`src/rtl/serial_eeprom_dev.sv`:
```
module serial_eeprom_dev #(
  parameter int ADDR8_W     = 7,
  parameter int PROG_CYCLES = 20
) (
  input  logic clk,
  input  logic rst_n,
  input  logic org,
  input  logic cs,
  input  logic sclk,
  input  logic sdi,
  output logic sdo,
  output logic sdo_en
);
  localparam int WORDS  = 1 << (ADDR8_W - 1);
  localparam int CNT_W  = $clog2(ADDR8_W + 19);
  localparam int BUSY_W = $clog2(PROG_CYCLES + 1);

  typedef enum logic [1:0] {S_IDLE, S_SHIFT, S_READ} st_t;

  st_t st;
  logic sclk_q;
  logic [CNT_W-1:0] cnt;
  logic [1:0] op;
  logic [ADDR8_W-1:0] addr;
  logic [15:0] data;
  logic wen;
  logic [BUSY_W-1:0] busy_cnt;
  logic stat;
  logic [15:0] rd_sh;
  logic [4:0] rd_left;
  logic do_q;
  logic [15:0] mem [WORDS];

  wire rise = sclk & ~sclk_q;
  wire busy = busy_cnt != '0;

  wire [CNT_W-1:0] aw = org ? CNT_W'(ADDR8_W - 1) : CNT_W'(ADDR8_W);
  wire [CNT_W-1:0] dw = org ? CNT_W'(16) : CNT_W'(8);
  wire in_op   = cnt < CNT_W'(2);
  wire in_addr = !in_op && (cnt < CNT_W'(2) + aw);

  wire [1:0]         op_n   = in_op ? {op[0], sdi} : op;
  wire [ADDR8_W-1:0] addr_n = in_addr ? {addr[ADDR8_W-2:0], sdi} : addr;
  wire [15:0]        data_n = (!in_op && !in_addr) ? {data[14:0], sdi} : data;
  wire [1:0]         ext    = org ? addr_n[ADDR8_W-2 -: 2] : addr_n[ADDR8_W-1 -: 2];

  wire has_data = (op_n == 2'b01) || (op_n == 2'b00 && ext == 2'b01);
  wire [CNT_W-1:0] need = CNT_W'(2) + aw + (has_data ? dw : '0);
  wire last  = (cnt == need - CNT_W'(1));
  wire start = cs && rise && sdi && !busy;

  wire [ADDR8_W-2:0] widx = org ? addr_n[ADDR8_W-2:0] : addr_n[ADDR8_W-1:1];
  wire hi = !org && addr_n[0];
  wire [15:0] cur = mem[widx];
  wire [15:0] wr_word = org ? data_n : (hi ? {data_n[7:0], cur[7:0]} : {cur[15:8], data_n[7:0]});
  wire [15:0] er_word = org ? 16'hFFFF : (hi ? {8'hFF, cur[7:0]} : {cur[15:8], 8'hFF});
  wire [15:0] fill    = org ? data_n : {2{data_n[7:0]}};
  wire [15:0] rd_load = org ? cur : (hi ? {cur[15:8], 8'h00} : {cur[7:0], 8'h00});

  assign sdo_en = cs && ((st == S_READ) || stat);
  assign sdo    = (st == S_READ) ? do_q : !busy;

  always_ff @(posedge clk) begin
    if (!rst_n) begin
      st       <= S_IDLE;
      sclk_q   <= 1'b0;
      cnt      <= '0;
      op       <= '0;
      addr     <= '0;
      data     <= '0;
      wen      <= 1'b0;
      busy_cnt <= '0;
      stat     <= 1'b0;
      rd_sh    <= '0;
      rd_left  <= '0;
      do_q     <= 1'b0;
      for (int i = 0; i < WORDS; i++) mem[i] <= '0;
    end else begin
      sclk_q <= sclk;
      if (busy) busy_cnt <= busy_cnt - BUSY_W'(1);
      if (!cs) begin
        st <= S_IDLE;
        if (!busy) stat <= 1'b0;
      end else begin
        case (st)
          S_IDLE: if (start) begin
            st   <= S_SHIFT;
            cnt  <= '0;
            op   <= '0;
            addr <= '0;
            data <= '0;
            stat <= 1'b0;
          end
          S_SHIFT: if (rise) begin
            cnt  <= cnt + CNT_W'(1);
            op   <= op_n;
            addr <= addr_n;
            data <= data_n;
            if (last) begin
              st <= S_IDLE;
              if (op_n == 2'b10) begin
                st      <= S_READ;
                rd_sh   <= rd_load;
                rd_left <= 5'(dw);
                do_q    <= 1'b0;
              end else if (op_n == 2'b00 && ext == 2'b11) begin
                wen <= 1'b1;
              end else if (op_n == 2'b00 && ext == 2'b00) begin
                wen <= 1'b0;
              end else if (wen) begin
                busy_cnt <= BUSY_W'(PROG_CYCLES);
                stat     <= 1'b1;
                if (op_n == 2'b01) mem[widx] <= wr_word;
                else if (op_n == 2'b11) mem[widx] <= er_word;
                else if (ext == 2'b10) for (int i = 0; i < WORDS; i++) mem[i] <= 16'hFFFF;
                else for (int i = 0; i < WORDS; i++) mem[i] <= fill;
              end
            end
          end
          S_READ: if (rise) begin
            if (rd_left != '0) begin
              do_q    <= rd_sh[15];
              rd_sh   <= {rd_sh[14:0], 1'b0};
              rd_left <= rd_left - 5'd1;
            end else begin
              st <= S_IDLE;
            end
          end
          default: st <= S_IDLE;
        endcase
      end
    end
  end
endmodule

```
`config.mk`:
```
export PLATFORM = sky130hd
export DESIGN_NAME = serial_eeprom_dev
export DESIGN_NICKNAME = d
export VERILOG_FILES = /design/src/rtl/serial_eeprom_dev.sv
export SDC_FILE = /design/constraint.sdc
export NUM_CORES = 2
export LEC_CHECK = 0
export CAP_MARGIN = 20
export CORE_ASPECT_RATIO = 0.6
export CORE_MARGIN = 2
export CORE_UTILIZATION = 42
export DETAILED_ROUTE_END_ITERATION = 10
export PLACE_DENSITY = 0.55
export SETUP_SLACK_MARGIN = 0.15
export SLEW_MARGIN = 20
export SYNTH_ARGS = -nofsm -noshare
export SYNTH_HDL_FRONTEND = slang
export SYNTH_SLANG_ARGS = --single-unit
```
`constraint.sdc`:
```
create_clock -name clk -period 5.9 [get_ports clk]
set_clock_uncertainty 0.05 [all_clocks]
set_input_delay 1.475 -clock clk [delete_from_list [all_inputs] [get_ports clk]]
set_output_delay 1.475 -clock clk [all_outputs]
set_load 0.01 [all_outputs]
```
==> flow_summary.ini <==
[timing]
setup_viol = 0
tightest_slew_ns = 1.11
hold_violations = 0
maxSlewHeadroom_pct = 25.4
hold_ws_ns = 0.400
slew_violations = 0
grt_setup_unrepaired = no
period_share_pct = 97.2
worst_slack_ns = 0.165
fmax_mhz = 174
period_needed_ns = 5.73
fin_tns_setup_ns = 0

[power_and_ir_drop]
pwr_density_cell_nw_per_um2 = 276
power_leakage_nw = 21.6
ir_drop_v = 0.000219
total_power_mw = 17.1

[logic_synthesis]
synth_ff_type = edfxtp_1
synth_top_area_share_pct = 60.6
synthCells = 4304
yosysTopAreaCell = edfxtp_1
syn-mean-instance-area_um2 = 11.8
mappedNetlistNets = 4315
yosysWarnings = 0
ys_seq_area_share_pct = 63.0
synthArstFlopShare_pct = 0
ys_seq_elements = 1086
synth_edf_count = 1024
ys_top_cells_by_area = edfxtp_1 (61%), a21oi_1 (5.6%), o21ai_0 (4.8%), dfxtp_1 (2.4%), nand2_1 (2.2%)
synth.distinct_cells = 109
syn-cell-area_um2 = 50700

[critical_path]
cp.depth = 18
setup.worst_path.end = mem[9][1]
crit_buf_inv = 7
rr_worst_depth = 17
worstPathMaxFanout = 24
r2r_start = cnt[0]
crit_arrival_ns = 6.19
reg2reg_slack_ns = 0.38
worstPathRequired_ns = 6.35
crit_type = in -> reg
crit_family = compound AO/OA/AOI/OAI gates
critical_path.slowest_cell = o21ai_0
end_kind = register
start_kind = input port
worst_path_most_repeated_cell = buf_4
r2r_end = mem[9][1]
cpPeakStageDelay_ns = 0.86
crit_path_start = org
cp_cell_sequence = buf_2 > inv_2 > ha_1 > nand4bb_1 > a21oi_4 > buf_4 > o21ai_4 > buf_12 > mux2i_1 > o2bb2ai_1 > buf_4 > o21ai_0 > o221ai_1 > buf_4 > nand4b_1 > o21ai_4 > buf_4 > o21ai_0

[placed_design]
placed_cells = 6141
pre_cts_slack_ns = -0.630
hpwl_um = 165000
place.gp.congestion = 1.03
placed_area_um2 = 58400
portBuffers = 7

[clock_tree]
cts_max_level = 3
cts.reportedPaths.clkPinSlew_ns = 0.07
cts.sinks = 1086
cts_hold_buf = 0
cts_tree = built
clockBufferDepth = 3
root_buffer = clkbuf_16
numCtsBuffers = 102
clock_latency_ns = 0.77

[grt]
grt_max_degree = 45
grtUsageTotal_pct = 37.8
first_global_vias = 39800
grt_pass1_wl_um = 327000
antenna_found_initial = 25
gr-total-overflow = 0

[floorplanning]
fp-row-count = 98
die_area_um2 = 124000
core_um2 = 119000
ios = 8
initial_utilization_pct = 42.5
die_h_um = 273
die-width_um = 453

[finish]
nets = 4658
instances_no_fill = 6337
final_area_um2 = 61800
area_delta_synth_final_pct = 21.8
drive_gt1_share_pct = 22.5
post-route-util_pct = 51.8

[flow_run]
max_cap_violations = 0

[min_path]
hold_path.class = reg -> reg
min_path_cells = 2

[outcome]
status = completed

[route]
drt_iter0_drc = 8391
drt-wirelength-per-cell_um = 37.5
antenna_left = 0
first_pass_iters = 10
viasPerCell = 6.93
drcViolationCount = 0
vias = 43900
wl_um = 237000
==> cells by family after synthesis <==
logic type / Yosys count / synth area share, %
buffers and inverters: 485 / 4.33
muxes: 117 / 2.51
AOI/OAI and AO/OA: 1925 / 23.8
xor gates and xnor gates: 4 / 0.0690
DFF: 1086 / 63.0
and+or+nand+nor: 682 / 6.12
adders and majority gates: 5 / 0.123
==> registers in the layout (all words and copies together) (netlist names) <==
register,cells
addr,7
busy_cnt,5
sclk_q,1
mem,1024
rd_sh,16
do_q,1
op,2
cnt,5
rd_left,5
stat,1
data,16
st,2
wen,1
==> where the power goes <==
part	switching, mW	internal [mW]
sequential	0.161	8.91
clock	3.20	3.60
combinational	0.812	0.399
==> Yosys cell counts, drive strengths merged, types with 21 or more instances <==
library cell,count
a211oi,56
a221oi,98
a222oi,69
nand3,83
mux2i,75
nand2b,21
mux2,42
edfxtp,1024
a31oi,36
a22o,49
o211ai,42
nand2,303
a21oi,603
nor2,156
clkbuf,258
dfxtp,62
o22ai,25
buf,212
o21ai,680
a22oi,118
nor3,23
==> what timing repair did <==
item	CTS	global route
hold endpoints to repair	0	0
resized for setup	0	4
buffers inserted	0	2
endpoints found under the setup margin	0	124
==> cells in the final DEF, fill, tap and decap left out, drive strengths merged, types with 49 or more instances in the layout <==
cell       n
a221oi    98
o21ai    680
a211oi    56
mux2i     75
buf      704
a22o      49
nand3     83
nand2    303
clkinv    55
edfxtp  1024
a22oi    118
clkbuf   116
a222oi    69
nor2     156
dfxtp     62
a21oi    603
==> worst register-to-register path, cell delays in order, from the launching register on <==
cell       delay, ns
dfxtp_1         0.36
inv_1           0.28
ha_1            0.27
and4bb_1        0.40
buf_4           0.23
o211ai_4        0.13
o21ai_4         0.28
buf_12          0.28
mux2i_1         0.27
o2bb2ai_1       0.09
buf_4           0.14
o21ai_0         0.86
o221ai_1        0.28
buf_4           0.25
nand4b_1        0.30
o21ai_4         0.27
buf_4           0.36
o21ai_0         0.19
==> how the worst min path moves through the flow <==
stage | startpoint | endpoint | slack, ns
finish | do_q | do_q | 0.40
floorplan | do_q | do_q | 0.38
CTS | do_q | do_q | 0.40
detailed placement | do_q | do_q | 0.39
global placement | do_q | do_q | 0.39
global route | do_q | do_q | 0.43
==> routing by layer <==
layer  wire length, um  up-vias  GRT usage, %  share of wire (%)
met5               138        -             0              0.058
met4              7860       20          10.9                3.3
met3             44200      467          17.7                 19
met2             88600     3947          47.3                 37
met1             96700    21900          57.0                 41
li1                  -    17600             -                  -
==> area by class of cell <==
type,instances,area (um2)
clock inverter,73,699
fill,10500,57600
timing repair buffer,709,7330
inverter,15,56.3
antenna,5,12.5
tap,1600,2000
sequential,1086,32000
clock buffer,116,2610
multi-input combinational,2733,17100
(Power assumes the default switching activity.)
